**src/rtl/spin_pkg.sv**
```systemverilog
package spin_pkg;

   // Layout of the acceptance threshold table
   typedef enum logic {
      IDX_DIRECT = 1'b0,   // 2*(NBR+1) entries indexed by {site, neighbour count}
      IDX_MIRROR = 1'b1    // NBR+1 entries indexed by mismatch count
   } idx_mode_e;

   // Number of entries the table needs for a given layout
   function automatic int table_depth(input idx_mode_e mode, input int nbr);
      return (mode == IDX_DIRECT) ? 2 * (nbr + 1) : nbr + 1;
   endfunction

endpackage

```
**src/rtl/spin_bond_counter.sv**
```systemverilog
module spin_bond_counter #(
   parameter int NBR = 6,
   parameter int CW  = $clog2(NBR + 1)
) (
   input  logic           clk,
   input  logic           rst_n,
   input  logic [NBR-1:0] nbr_spin,
   input  logic [NBR-1:0] bond_coupling,
   output logic [CW-1:0]  nbr_count
);

   logic [NBR-1:0] bond_bit;

   // One XOR per bond; the site spin is folded in later
   for (genvar g = 0; g < NBR; g++) begin : g_bond
      assign bond_bit[g] = nbr_spin[g] ^ bond_coupling[g];
   end

   always_comb begin
      nbr_count = '0;
      for (int j = 0; j < NBR; j++) begin
         nbr_count = nbr_count + CW'(bond_bit[j]);
      end
   end

   // a count of NBR bits can never exceed NBR
   assert_count_range_R3: assert property (@(posedge clk) disable iff (!rst_n)
      nbr_count <= CW'(NBR));

endmodule

```
**src/rtl/spin_threshold_table.sv**
```systemverilog
module spin_threshold_table
   import spin_pkg::*;
#(
   parameter int        NBR      = 6,
   parameter int        RND_W    = 32,
   parameter idx_mode_e IDX_MODE = IDX_DIRECT,
   parameter int        CW       = $clog2(NBR + 1),
   parameter int        AW       = $clog2(2 * (NBR + 1))
) (
   input  logic             clk,
   input  logic             rst_n,
   input  logic             wr_en,
   input  logic [AW-1:0]    wr_addr,
   input  logic [RND_W-1:0] wr_data,
   input  logic             rd_site,
   input  logic [CW-1:0]    rd_nbr_count,
   input  logic [CW-1:0]    rd_mismatch,
   output logic [RND_W-1:0] rd_thr
);

   localparam int DEPTH = table_depth(IDX_MODE, NBR);

   logic [DEPTH-1:0][RND_W-1:0] mem;
   logic [AW-1:0]               rd_idx;

   // Index variant selected by the layout parameter
   if (IDX_MODE == IDX_DIRECT) begin : g_direct
      always_comb begin
         if (rd_site) rd_idx = AW'(NBR + 1) + AW'(rd_nbr_count);
         else         rd_idx = AW'(rd_nbr_count);
      end
   end else begin : g_mirror
      always_comb rd_idx = AW'(rd_mismatch);
   end

   always_ff @(posedge clk) begin
      if (!rst_n) begin
         mem <= '0;
      end else begin
         for (int e = 0; e < DEPTH; e++) begin
            if (wr_en && wr_addr == AW'(e)) mem[e] <= wr_data;
         end
      end
   end

   always_comb begin
      rd_thr = '0;
      for (int e = 0; e < DEPTH; e++) begin
         if (rd_idx == AW'(e)) rd_thr = mem[e];
      end
   end

   // writes outside the populated range leave every entry untouched
   assert_ignore_high_addr_R7: assert property (@(posedge clk) disable iff (!rst_n)
      (wr_en && wr_addr >= AW'(DEPTH)) |=> $stable(mem));

endmodule

```
**src/rtl/spin_accept_stage.sv**
```systemverilog
module spin_accept_stage #(
   parameter int NBR   = 6,
   parameter int RND_W = 32,
   parameter int CW    = $clog2(NBR + 1)
) (
   input  logic             clk,
   input  logic             rst_n,
   input  logic             in_valid,
   input  logic             in_site,
   input  logic [CW-1:0]    in_mismatch,
   input  logic [RND_W-1:0] in_rand,
   input  logic [RND_W-1:0] in_thr,
   output logic             out_valid,
   output logic             out_spin
);

   logic [CW:0] twice_mis;
   logic        downhill;
   logic        below_thr;
   logic        accept;

   assign twice_mis = {in_mismatch, 1'b0};
   assign downhill  = twice_mis <= (CW + 1)'(NBR);
   assign below_thr = in_rand < in_thr;
   assign accept    = downhill | below_thr;

   always_ff @(posedge clk) begin
      if (!rst_n) begin
         out_valid <= 1'b0;
         out_spin  <= 1'b0;
      end else begin
         out_valid <= in_valid;
         out_spin  <= in_site ^ accept;
      end
   end

   // non-positive energy change always flips
   assert_downhill_flip_R4: assert property (@(posedge clk) disable iff (!rst_n)
      (in_valid && (2 * int'(in_mismatch) <= NBR)) |=> (out_spin != $past(in_site)));

   // positive energy change with random at or above threshold keeps the spin
   assert_reject_at_thr_R5: assert property (@(posedge clk) disable iff (!rst_n)
      (in_valid && (2 * int'(in_mismatch) > NBR) && (in_rand >= in_thr))
      |=> (out_spin == $past(in_site)));

endmodule

```
**src/rtl/spin_metropolis_engine.sv**
```systemverilog
module spin_metropolis_engine
   import spin_pkg::*;
#(
   parameter int        NBR      = 6,
   parameter int        RND_W    = 32,
   parameter idx_mode_e IDX_MODE = IDX_DIRECT,
   localparam int       CW       = $clog2(NBR + 1),
   localparam int       AW       = $clog2(2 * (NBR + 1))
) (
   input  logic             clk,
   input  logic             rst_n,
   input  logic             site_valid,
   input  logic             site_spin,
   input  logic [NBR-1:0]   nbr_spin,
   input  logic [NBR-1:0]   bond_coupling,
   input  logic [RND_W-1:0] rand_word,
   input  logic             thr_wr_en,
   input  logic [AW-1:0]    thr_wr_addr,
   input  logic [RND_W-1:0] thr_wr_data,
   output logic             upd_valid,
   output logic             upd_spin
);

   // Elaboration-time parameter checks
   if (NBR < 1 || NBR > 30) begin : g_bad_nbr
      $error("spin_metropolis_engine: NBR out of range");
   end
   if (RND_W < 2 || RND_W > 64) begin : g_bad_rnd
      $error("spin_metropolis_engine: RND_W out of range");
   end

   logic [CW-1:0]    nbr_count;
   logic             s1_valid;
   logic             s1_site;
   logic [CW-1:0]    s1_count;
   logic [RND_W-1:0] s1_rand;
   logic [CW-1:0]    s1_mismatch;
   logic [RND_W-1:0] s1_thr;

   spin_bond_counter #(.NBR(NBR), .CW(CW)) i_count (
      .clk           (clk),
      .rst_n         (rst_n),
      .nbr_spin      (nbr_spin),
      .bond_coupling (bond_coupling),
      .nbr_count     (nbr_count)
   );

   // Stage 1 register: count, site bit and random word
   always_ff @(posedge clk) begin
      if (!rst_n) begin
         s1_valid <= 1'b0;
         s1_site  <= 1'b0;
         s1_count <= '0;
         s1_rand  <= '0;
      end else begin
         s1_valid <= site_valid;
         s1_site  <= site_spin;
         s1_count <= nbr_count;
         s1_rand  <= rand_word;
      end
   end

   // Site spin 1 complements every bond term
   assign s1_mismatch = s1_site ? (CW'(NBR) - s1_count) : s1_count;

   spin_threshold_table #(
      .NBR(NBR), .RND_W(RND_W), .IDX_MODE(IDX_MODE), .CW(CW), .AW(AW)
   ) i_table (
      .clk          (clk),
      .rst_n        (rst_n),
      .wr_en        (thr_wr_en),
      .wr_addr      (thr_wr_addr),
      .wr_data      (thr_wr_data),
      .rd_site      (s1_site),
      .rd_nbr_count (s1_count),
      .rd_mismatch  (s1_mismatch),
      .rd_thr       (s1_thr)
   );

   spin_accept_stage #(.NBR(NBR), .RND_W(RND_W), .CW(CW)) i_accept (
      .clk         (clk),
      .rst_n       (rst_n),
      .in_valid    (s1_valid),
      .in_site     (s1_site),
      .in_mismatch (s1_mismatch),
      .in_rand     (s1_rand),
      .in_thr      (s1_thr),
      .out_valid   (upd_valid),
      .out_spin    (upd_spin)
   );

   // one output two cycles after each input
   assert_latency_valid_R2: assert property (@(posedge clk) disable iff (!rst_n)
      site_valid |-> ##2 upd_valid);
   assert_latency_idle_R2: assert property (@(posedge clk) disable iff (!rst_n)
      !site_valid |-> ##2 !upd_valid);

endmodule

```
**config.mk**
```make
export PLATFORM = sky130hd
export DESIGN_NAME = spin_metropolis_engine
export DESIGN_NICKNAME = d
export VERILOG_FILES = /design/src/rtl/spin_pkg.sv /design/src/rtl/spin_bond_counter.sv /design/src/rtl/spin_threshold_table.sv /design/src/rtl/spin_accept_stage.sv /design/src/rtl/spin_metropolis_engine.sv
export SDC_FILE = /design/constraint.sdc
export NUM_CORES = 1
export LEC_CHECK = 0
export BUFFER_PORTS_ARGS = -buffer_cell sky130_fd_sc_hd__clkbuf_2
export CAP_MARGIN = 20
export CORE_UTILIZATION = 35
export DETAILED_ROUTE_END_ITERATION = 6
export MAX_ROUTING_LAYER = met4
export PLACE_DENSITY = 0.49
export RECOVER_POWER = 50
export SETUP_SLACK_MARGIN = 0.4
export SYNTH_ARGS = -nofsm -noshare
export SYNTH_HDL_FRONTEND = slang
export SYNTH_HIERARCHICAL = 1
export SYNTH_SLANG_ARGS = --single-unit
```
**constraint.sdc**
```tcl
create_clock -name clk -period 4.2 [get_ports clk]
set_clock_uncertainty 0.05 [all_clocks]
set_input_delay 0.63 -clock clk [delete_from_list [all_inputs] [get_ports clk]]
set_output_delay 0.63 -clock clk [all_outputs]
set_load 0.02 [all_outputs]
```
==> qor.txt, run 1 <==
Synth-to-layout area growth - 18.13%
Max VDD drop - 0.0003120 V
Bufs and invs on worst path - 3
Worst-skew pair later-pin latency - 0.62 ns
Endpoint of the lowest-slack register-to-register path - i_accept/out_spin$_SDFF_PN0_
Via density - 5.374
Path class of the lowest-slack min-delay path - primary input to flop
Critical Path End - i_accept/out_spin$_SDFF_PN0_
Die area - 65,170 um2
Clock buffers created by TritonCTS - 54
Count of warnings emitted by yosys - 6
Final routed wirelength across all metal layers - 81.59 mm
CTS Root Cell - clkbuf_16
Cell Count Post-Placement - 3,558
Number of endpoints failing setup at the final stage - 0
Die outline width - 255.3 um
Measured slew at the worst slew-check pin - 2.924 ns
Result of the run - complete, but fails checks
TNS Setup - 0 ns
Levels on crit path - 17
Post-layout total power - 12.83 mW
Endpoint class of the critical path - flop
Count of unresolved DRC violations after routing - 0
Synthesized netlist cell count - 2,764
Clock tree sinks - 487
Period minus WS final - 3.833 ns
Violated checks - capacitance limit, slew limit
Share of post-route cells with drive strength above 1 - 16.91%
Worst Setup Start Kind - flop
IO Pins - 87
Pin count of the biggest net entering global routing - 165
Arrival time at the worst endpoint - 4.27 ns
Largest fanout on the critical path - 6
Part of the cycle the worst path needs - 91.27%
Detailed-routing iteration count for the pre-antenna-repair pass - 5
Cell Area, Placed - 23,890 um2
Worst hold stages - 2
Crit path largest cell delay - 0.58 ns
Fill cells - 6,288
Number of nets in the final layout - 2,924
Most frequent standard cell in the layout excluding fill and tap cells - nand2_1
Source of the critical timing path - s1_count[0]$_SDFF_PN0_
Longest Clk Path Bufs - 3
Achievable clock frequency - 260.9 MHz
Routed Antenna Nets - 0
Congestion Overflow GR - 0
Post-route cell area - 26,520 um2
Setup CP Type - flop to flop
Height of the die - 255.3 um
Post-Syn Area per Cell - 8.123 um2
Cell area after synthesis - 22,450 um2
Core area - 63,200 um2
Syn nets - 2,886
Slowest stage cell on the critical path - or4b_4
Setup repair after global routing missed its margin - true
Static leakage power - 9.094 nW
Max-cap violations - 1
CTS tree - yes
DRC marker count from the first detailed-route iteration - 1,609
Total power per unit cell area - 483.6 nW/um2
Max-slew violation total from the final report - 163
Number of antenna violations at the first check in global routing - 6
Sum of net half-perimeters after detailed placement - 52.30 mm
GRT Resource Usage Total - 25.60%
Number of hold violations in the final report - 0
Global-route wire length before repair - 121.2 mm
Starting Density - 35.53%
Worst r2r path cells - 17
Worst R2R Setup Slack - 0.37 ns
Required time at the worst-slack endpoint - 4.63 ns
Crit Reg-Reg Startpoint - s1_count[0]$_SDFF_PN0_
Largest delay share family, worst path - compound AO/OA/AOI/OAI gates
Relative slew margins - -94.94%
Final weighted congestion of routability-driven global placement - 0.8730
Number of buffers added to fix hold violations after cts - 0
Number of vias after detailed routing - 19,860
Number of input and output port buffers inserted - 86
Most used cells in the layout excluding fill and tap cells - 957 x nand2_1, 484 x dfxtp_1, 448 x a21boi_0, 102 x buf_4, 87 x clkbuf_2
Finished Layout Cells - 3,696
Number of global-route vias before repair - 19,070
Clock transition at the registers of the reported paths - 0.06 ns
Htree depth - 2
Row count - 92
Mean routed wirelength per cell - 22.08 um
Critical path cell sequence - inv_2 > ha_4 > or4b_4 > o2bb2ai_4 > buf_6 > nand3_1 > a211o_1 > o2bb2ai_4 > nand3_1 > inv_1 > ha_1 > a21oi_2 > o21ai_1 > a221o_1 > a32oi_2 > o21ai_2 > mux2i_1
==> per-layer routing <==
layer	GRT usage, %	up-vias	share of wire (%)
li1	-	9489	-
met1	32.26	9664	43
met2	41.71	572	48
met3	3.702	136	5.7
met4	8.982	0	3.5
met5	-	-	0
==> flip-flops by register name (all words and copies together), names as in the netlist <==
register,flops
i_accept/out_spin,1
i_accept/out_valid,1
s1_site,1
s1_rand,32
i_table/mem,448
s1_count,3
s1_valid,1
==> area by class of cell <==
class | count | area, um2 | share of cell area, %
inverters | 43 | 161.4 | 0.6085
multi-input cells | 2005 | 12120 | 45.71
flip-flops and latches | 487 | 9756 | 36.78
clock buffers | 76 | 1565 | 5.902
well taps | 846 | 1059 | 3.991
diodes | 6 | 15.01 | 0.05661
clock inverters | 22 | 282.8 | 1.066
repair buffers | 211 | 1560 | 5.883
==> power by group <==
part	switching, mW	leakage (nW)	internal [mW]	total [mW]
registers	0.0721	3.94	4.71	4.78
logic	1.82	4.23	1.26	3.09
clock network	2.00	0.923	2.96	4.96
==> how the worst min path moves through the flow <==
| stage | end | from |
|---|---|---|
| floorplan | i_accept/out_valid$_SDFF_PN0_ | s1_valid$_SDFF_PN0_ |
| global placement | i_accept/out_valid$_SDFF_PN0_ | s1_valid$_SDFF_PN0_ |
| detailed placement | i_accept/out_valid$_SDFF_PN0_ | s1_valid$_SDFF_PN0_ |
| CTS | s1_valid$_SDFF_PN0_ | site_valid |
| global route | s1_rand[25]$_SDFF_PN0_ | rand_word[25] |
| finish | s1_valid$_SDFF_PN0_ | site_valid |
==> worst register-to-register path, stage by stage (launching register included) <==
cell and delay (ns):
dfxtp_2 0.36, inv_2 0.05, ha_4 0.25, or4b_4 0.58, o2bb2ai_4 0.26, buf_6 0.13
nand3_1 0.07, a211o_1 0.34, o2bb2ai_4 0.18, nand3_1 0.10, inv_1 0.05, ha_1 0.31
a21oi_2 0.13, o21ai_1 0.07, a221o_1 0.36, a32oi_2 0.21, o21ai_2 0.08, mux2i_1 0.11
==> what timing repair did <==
item	in CTS	in global routing
gates cloned	2	0
gates resized for setup	41	54
pin swaps	12	34
setup endpoints to repair	1	1
setup buffers	18	14
==> through the flow <==
step                      worst slack [ns]  utilization (%)  hold WS [ns]
after floorplan                     0.4084                -        0.3557
after global placement              0.1154            37.80        0.3599
after detailed placement           0.04485            37.80        0.3672
after CTS                           0.4005            41.30        0.1527
after global routing                0.1823            41.97        0.1739
final                               0.3666            41.97        0.1847
Power figures use the tool's default switching activity.
==> run 2, diff against run 1 <==
CTS_BUF_LIST = sky130_fd_sc_hd__clkbuf_8   (was not set)
==> run 2 against run 1 <==
Against the previous run:
- the run still ends with capacitance limit, slew limit left
- sequential cell count is the same
- sequential power is essentially flat
- clock-buffer cell count grew 30
- core utilization shrank 0.35 points
- largest power group is now registers
- critical endpoint unchanged
- via count grew 1.3%
- hold slack lost 0.071 ns
- die area is the same
- fmax grew 1.2%
- sequential share of layout area grew 0.31 points
- global-route usage grew 0.33 points
- setup slack gained 0.047 ns
- cell area shrank 0.83%
==> qor.txt, run 2 (synthesis results as in run 1) <==
TNS Setup - 0 ns (unchanged)
Post-route cell area - 26,300 um2 (was 26,520 um2)
Die outline width - 255.3 um (unchanged)
Slowest stage cell on the critical path - or4b_4 (unchanged)
DRC marker count from the first detailed-route iteration - 1,702 (was 1,609)
Top flop regs - i_table/mem (448), s1_rand (32), s1_count (3) (unchanged)
Detailed-routing iteration count for the pre-antenna-repair pass - 5 (unchanged)
Synth-to-layout area growth - 17.14% (was 18.13%)
Required time at the worst-slack endpoint - 4.70 ns (was 4.63 ns)
CTS Root Cell - clkbuf_8 (was clkbuf_16)
Htree depth - 3 (was 2)
Register containing the most flip-flops in the final layout - i_table/mem (unchanged)
Measured slew at the worst slew-check pin - 2.856 ns (was 2.924 ns)
Number of buffers added to fix hold violations after cts - 0 (unchanged)
Pint - 8.291 mW (was 8.933 mW)
Total power per unit cell area - 464.8 nW/um2 (was 483.6 nW/um2)
Finished Layout Cells - 3,747 (was 3,696)
Arrival time at the worst endpoint - 4.29 ns (was 4.27 ns)
Critical path cell sequence - inv_2 > ha_4 > or4b_4 > o2bb2ai_4 > and2_4 > buf_4 > a31oi_1 > a21oi_1 > o22a_1 > inv_1 > ha_4 > a21oi_2 > o21ai_1 > a221o_1 > a32oi_2 > o21ai_2 > mux2i_1 (was inv_2 > ha_4 > or4b_4 > o2bb2ai_4 > buf_6 > nand3_1 > a211o_1 > o2bb2ai_4 > nand3_1 > inv_1 > ha_1 > a21oi_2 > o21ai_1 > a221o_1 > a32oi_2 > o21ai_2 > mux2i_1)
Congestion Overflow GR - 0 (unchanged)
Core area - 63,200 um2 (unchanged)
Post-layout total power - 12.23 mW (was 12.83 mW)
Hold Crit Start - rand_word[11] (was site_valid)
Row count - 92 (unchanged)
Share of post-route cells with drive strength above 1 - 17.47% (was 16.91%)
CTS tree - yes (unchanged)
Routed Antenna Nets - 0 (unchanged)
Relative slew margins - -90.42% (was -94.94%)
Period minus WS final - 3.787 ns (was 3.833 ns)
Count of unresolved DRC violations after routing - 0 (unchanged)
Power share of the sequential group - 39.0% (was 37.3%)
Endpoint class of the critical path - flop (unchanged)
Largest fanout on the critical path - 6 (unchanged)
Clock tree sinks - 487 (unchanged)
Number of antenna violations at the first check in global routing - 6 (unchanged)
Number of nets in the final layout - 2,955 (was 2,924)
Pin count of the biggest net entering global routing - 165 (unchanged)
GRT Resource Usage Total - 25.93% (was 25.60%)
Achievable clock frequency - 264.1 MHz (was 260.9 MHz)
Switching Power - 3.935 mW (was 3.893 mW)
Starting Density - 35.53% (unchanged)
Max VDD drop - 0.0002105 V (was 0.0003120 V)
Most used cells in the layout excluding fill and tap cells - 960 x nand2_1, 484 x dfxtp_1, 448 x a21boi_0, 106 x clkbuf_8, 101 x buf_4 (was 957 x nand2_1, 484 x dfxtp_1, 448 x a21boi_0, 102 x buf_4, 87 x clkbuf_2)
Global-route wire length before repair - 122.6 mm (was 121.2 mm)
Path class of the lowest-slack min-delay path - primary input to flop (unchanged)
Mean routed wirelength per cell - 21.94 um (was 22.08 um)
Max-slew violation total from the final report - 164 (was 163)
Combinational Power Share - 24.9% (was 24.1%)
Setup CP Type - flop to flop (unchanged)
Violated checks - capacitance limit, slew limit (unchanged)
Crit path largest cell delay - 0.58 ns (about the same)
Most frequent standard cell in the layout excluding fill and tap cells - nand2_1 (unchanged)
Number of vias after detailed routing - 20,120 (was 19,860)
Cell Area, Placed - 23,890 um2 (unchanged)
Clock transition at the registers of the reported paths - 0.06 ns (about the same)
Switching share of total power - 32.18% (was 30.35%)
Via density - 5.369 (was 5.374)
Worst hold stages - 2 (unchanged)
Max reg flops - 448 (unchanged)
Setup repair after global routing missed its margin - true (unchanged)
Part of the cycle the worst path needs - 90.16% (was 91.27%)
Cell Count Post-Placement - 3,558 (unchanged)
Source of the critical timing path - s1_count[1]$_SDFF_PN0_ (was s1_count[0]$_SDFF_PN0_)
Longest Clk Path Bufs - 3 (unchanged)
Number of input and output port buffers inserted - 86 (unchanged)
Crit Reg-Reg Startpoint - s1_count[1]$_SDFF_PN0_ (was s1_count[0]$_SDFF_PN0_)
Clock buffers created by TritonCTS - 86 (was 54)
Result of the run - complete, but fails checks (unchanged)
Final routed wirelength across all metal layers - 82.20 mm (was 81.59 mm)
Static leakage power - 9.116 nW (was 9.094 nW)
Height of the die - 255.3 um (unchanged)
Sum of net half-perimeters after detailed placement - 52.30 mm (unchanged)
Die area - 65,170 um2 (unchanged)
Worst r2r path cells - 17 (unchanged)
IO Pins - 87 (unchanged)
Critical Path Most Common Cell - ha_4
Final weighted congestion of routability-driven global placement - 0.8730 (unchanged)
Number of hold violations in the final report - 0 (unchanged)
Number of endpoints failing setup at the final stage - 0 (unchanged)
Clock group share of total power - 36.0% (was 38.7%)
Number of global-route vias before repair - 19,410 (was 19,070)
Max-cap violations - 1 (unchanged)
Worst-skew pair later-pin latency - 0.69 ns (was 0.62 ns)
Worst Setup Start Kind - flop (unchanged)
-- run 2: layer usage --
layer	track usage, %	part of all wire (%)
met5	-	0
met2	42.47	48
met1	32.62	43
met4	8.589	3.1
met3	3.854	5.4
-- run 2: critical path: cells and delay by family (launching register included) --
family / cells / cell delay, ns
AND/OR/NAND/NOR: 2 / 0.82
AO/OA/AOI/OAI: 9 / 1.59
flip-flops: 1 / 0.34
buffers and inverters: 3 / 0.28
adder cells (fa/ha/maj): 2 / 0.47
multiplexers: 1 / 0.11
-- run 2: worst paths after layout --
kind / end / slack, ns
worst min register to register: i_accept/out_valid$_SDFF_PN0_ / 0.38
worst max-delay path: i_accept/out_spin$_SDFF_PN0_ / 0.41
worst max register to register: i_accept/out_spin$_SDFF_PN0_ / 0.41
worst min-delay path: s1_rand[11]$_SDFF_PN0_ / 0.11
-- run 2: final cells by class --
type	count	area, um2
clock inverter	46	246.5
fill	6360	36890
timing repair buffer	210	1541
inverter	43	161.4
tap	846	1059
antenna	4	10.01
multi-input combinational	2005	12070
clock buffer	106	1459
sequential	487	9756
-- run 2: what timing repair did --
action                     CTS  global route
hold endpoints to repair     0             0
setup endpoints to repair    1             1
gates cloned                 2             0
gates resized for setup     43            38
setup buffers               18            13
pin swaps                   12            27
-- run 2: through the flow --
stage          setup WS, ns  utilization, %  hold slack (ns)
6_report             0.4132           41.62           0.1134
5_1_grt              0.1931           41.62          0.06973
4_1_cts              0.4018           41.09          0.05990
3_5_place_dp        0.04485           37.80           0.3672
3_3_place_gp         0.1154           37.80           0.3599
2_1_floorplan        0.4084               -           0.3557
-- run 2: power by group through the flow --
| stage | logic, mW | clock network [mW] | registers [mW] |
|---|---|---|---|
| floorplan | 1.67 | 0 | 4.85 |
| global placement | 2.63 | 0 | 4.87 |
| detailed placement | 2.64 | 0 | 4.88 |
| CTS | 2.84 | 4.52 | 4.78 |
| global route | 3.27 | 4.73 | 4.78 |
| finish | 3.05 | 4.41 | 4.77 |
==> run 3, diff against run 2 <==
CORE_MARGIN = 1.5   (was not set)
==> run 3 against run 2 <==
Against the previous run:
- the flow still finishes with violations (capacitance limit, slew limit)
- cell count grew 0.24%
- critical endpoint unchanged
- via count grew 0.17%
- sequential power hardly changed
- core utilization grew 0.36 points
- highest routed layer unchanged
==> qor.txt, run 3 (synthesis results as in run 1) <==
Result of the run - complete, but fails checks (unchanged)
Violated checks - capacitance limit, slew limit (unchanged)
Required time at the worst-slack endpoint - 4.71 ns (was 4.70 ns)
Critical path cell sequence - inv_2 > ha_4 > or4b_4 > nor2_4 > buf_8 > a221oi_2 > buf_4 > o211ai_1 > a32o_2 > inv_1 > ha_2 > a21oi_2 > o21ai_1 > a221o_1 > a32oi_2 > o21ai_1 > mux2i_1 (was inv_2 > ha_4 > or4b_4 > o2bb2ai_4 > and2_4 > buf_4 > a31oi_1 > a21oi_1 > o22a_1 > inv_1 > ha_4 > a21oi_2 > o21ai_1 > a221o_1 > a32oi_2 > o21ai_2 > mux2i_1)
CTS tree - yes (unchanged)
GRT met2 Usage - 41.43% (was 42.47%)
CTS Root Cell - clkbuf_8 (unchanged)
Setup CP Type - flop to flop (unchanged)
Htree depth - 3 (unchanged)
Clock transition at the registers of the reported paths - 0.06 ns (about the same)
Switching share of total power - 32.02% (was 32.18%)
Least setup slack across all paths after layout - 0.2082 ns (was 0.4132 ns)
Top flop regs - i_table/mem (448), s1_rand (32), s1_count (3) (unchanged)
Endpoint class of the critical path - flop (unchanged)
Worst r2r path cells - 17 (unchanged)
Setup repair after global routing missed its margin - true (unchanged)
Sum of net half-perimeters after detailed placement - 52.31 mm (was 52.30 mm)
Number of endpoints failing setup at the final stage - 0 (unchanged)
Row count - 92 (unchanged)
Worst hold stages - 2 (unchanged)
Critical Path Most Common Cell - o21ai_1 (was ha_4)
Pin count of the biggest net entering global routing - 143 (was 165)
Worst-skew pair later-pin latency - 0.70 ns (was 0.69 ns)
Relative slew margins - -122.9% (was -90.42%)
Core area - 63,200 um2 (unchanged)
Part of the cycle the worst path needs - 95.04% (was 90.16%)
Clock group share of total power - 35.7% (was 36.0%)
Post-Place Setup Slack - -0.2347 ns (was 0.04485 ns)
Die area - 65,680 um2 (was 65,170 um2)
Number of vias after detailed routing - 20,150 (was 20,120)
Path class of the lowest-slack min-delay path - primary input to flop (unchanged)
Mean routed wirelength per cell - 22.01 um (was 21.94 um)
Global-route wire length before repair - 123.5 mm (was 122.6 mm)
Crit path largest cell delay - 0.60 ns (was 0.58 ns)
Slowest stage cell on the critical path - or4b_4 (unchanged)
Number of antenna violations at the first check in global routing - 4 (was 6)
Max-slew violation total from the final report - 104 (was 164)
Most frequent standard cell in the layout excluding fill and tap cells - nand2_1 (unchanged)
Endpoint of the lowest-slack register-to-register path - i_accept/out_spin$_SDFF_PN0_ (unchanged)
Register containing the most flip-flops in the final layout - i_table/mem (unchanged)
Number of input and output port buffers inserted - 86 (unchanged)
Achievable clock frequency - 250.5 MHz (was 264.1 MHz)
Max VDD drop - 0.0002290 V (was 0.0002105 V)
Crit Reg-Reg Startpoint - s1_count[0]$_SDFF_PN0_ (was s1_count[1]$_SDFF_PN0_)
Clock tree sinks - 487 (unchanged)
Arrival time at the worst endpoint - 4.50 ns (was 4.29 ns)
Final weighted congestion of routability-driven global placement - 0.9170 (was 0.8730)
Bufs and invs on worst path - 4 (was 3)
Via density - 5.365 (was 5.369)
Largest delay share family, worst path - compound AO/OA/AOI/OAI gates (unchanged)
Starting Density - 35.53% (unchanged)
Hold Path End - s1_rand[13]$_SDFF_PN0_ (was s1_rand[11]$_SDFF_PN0_)
Most used cells in the layout excluding fill and tap cells - 962 x nand2_1, 484 x dfxtp_1, 448 x a21boi_0, 107 x buf_4, 103 x clkbuf_8 (was 960 x nand2_1, 484 x dfxtp_1, 448 x a21boi_0, 106 x clkbuf_8, 101 x buf_4)
Count of unresolved DRC violations after routing - 0 (unchanged)
GR Layer Usage met1 - 31.35% (was 32.62%)
Longest Clk Path Bufs - 3 (unchanged)
Period minus WS final - 3.992 ns (was 3.787 ns)
Largest fanout on the critical path - 8 (was 6)
Worst Setup Start Kind - flop (unchanged)
TNS Setup - 0 ns (unchanged)
Switching Power - 3.981 mW (was 3.935 mW)
Hold Crit Start - rand_word[13] (was rand_word[11])
Pint - 8.452 mW (was 8.291 mW)
Final routed wirelength across all metal layers - 82.66 mm (was 82.20 mm)
Die outline width - 256.3 um (was 255.3 um)
DRC marker count from the first detailed-route iteration - 1,761 (was 1,702)
Share of post-route cells with drive strength above 1 - 17.82% (was 17.47%)
GRT Resource Usage Total - 25.26% (was 25.93%)
Detailed-routing iteration count for the pre-antenna-repair pass - 5 (unchanged)
Combinational Power Share - 25.9% (was 24.9%)
Max-cap violations - 1 (unchanged)
Number of global-route vias before repair - 19,970 (was 19,410)
Measured slew at the worst slew-check pin - 3.344 ns (was 2.856 ns)
Worst R2R Setup Slack - 0.21 ns (was 0.41 ns)
Power share of the sequential group - 38.4% (was 39.0%)
Congestion Overflow GR - 0 (unchanged)
Total power per unit cell area - 468.6 nW/um2 (was 464.8 nW/um2)
GRT met3 Usage - 3.924% (was 3.854%)
Static leakage power - 9.274 nW (was 9.116 nW)
Finished Core Util - 41.98% (was 41.62%)
Number of nets in the final layout - 2,967 (was 2,955)
Most heavily used metal layer in global routing - met2 (unchanged)
Clock buffers created by TritonCTS - 87 (was 86)
Synth-to-layout area growth - 18.17% (was 17.14%)
IO Pins - 87 (unchanged)
Number of hold violations in the final report - 0 (unchanged)
Max reg flops - 448 (unchanged)
Routed Antenna Nets - 0 (unchanged)
Height of the die - 256.3 um (was 255.3 um)
run 3: cell count changes in the layout (fill, tap and decap cells not counted), sizes merged, moves of 2 or more:
cell,delta
buf,+13
inv,+5
bufinv,+2
clkinv,-6
clkbuf,-5
run 3: stage by stage:
stage          power, mW  area (um2)  hold WS, ns  cells
2_1_floorplan      6.522       22480       0.3557   2764
3_3_place_gp       7.540       23920       0.3592   3566
3_5_place_dp       7.566       23920       0.3883   3566
4_1_cts            12.25       26060      0.07024   3740
5_1_grt            12.97       26530      0.08797   3755
6_report           12.43       26530       0.1232   3756
run 3: worst register-to-register path: stages (launching register included):
cell and delay [ns]:
dfxtp_2 0.34, inv_2 0.05, ha_4 0.26, or4b_4 0.60
nor2_4 0.23, buf_8 0.18, a221oi_2 0.07, buf_4 0.13
o211ai_1 0.41, a32o_2 0.26, inv_1 0.05, ha_2 0.16
a21oi_2 0.11, o21ai_1 0.08, a221o_1 0.35, a32oi_2 0.28
o21ai_1 0.14, mux2i_1 0.14
run 3: worst max-delay path by stage:
stage	startpoint	endpoint	slack (ns)	cells after the start
final	s1_count[0]$_SDFF_PN0_	i_accept/out_spin$_SDFF_PN0_	0.21	17
after global routing	s1_count[1]$_SDFF_PN0_	i_accept/out_spin$_SDFF_PN0_	0.13	19
after global placement	s1_count[2]$_SDFF_PN0_	i_accept/out_spin$_SDFF_PN0_	-0.20	13
after floorplan	s1_count[1]$_SDFF_PN0_	i_accept/out_spin$_SDFF_PN0_	0.41	19
after detailed placement	s1_count[0]$_SDFF_PN0_	i_accept/out_spin$_SDFF_PN0_	-0.23	17
after CTS	s1_count[1]$_SDFF_PN0_	i_accept/out_spin$_SDFF_PN0_	0.31	17
run 3: area by class of cell:
cell class	count	area, um2
diodes	3	7.507
clock buffers	103	1418
clock inverters	48	296.5
fillers	6275	36660
inverters	43	161.4
multi-input cells	2004	12100
flip-flops and latches	487	9756
well taps	846	1059
repair buffers	222	1738
run 3: power by group through the flow:
stage | Clock, mW | Sequential (mW) | Combinational, mW
2_1_floorplan | 0 | 4.85 | 1.67
3_3_place_gp | 0 | 4.87 | 2.67
3_5_place_dp | 0 | 4.88 | 2.69
4_1_cts | 4.55 | 4.77 | 2.93
5_1_grt | 4.76 | 4.78 | 3.44
6_report | 4.44 | 4.77 | 3.22
run 3: repair_timing:
item	CTS	global route
pin swaps	25	44
cloned	0	2
buffers inserted	23	11
resized for setup	50	53
hold buffers	0	0
setup endpoints to repair	1	1
run 3: metal layers:
layer	part of all wire (%)	up-vias
met3	5.8	180
li1	-	9570
met1	43	9755
met5	0	-
met4	3.9	0
met2	47	647
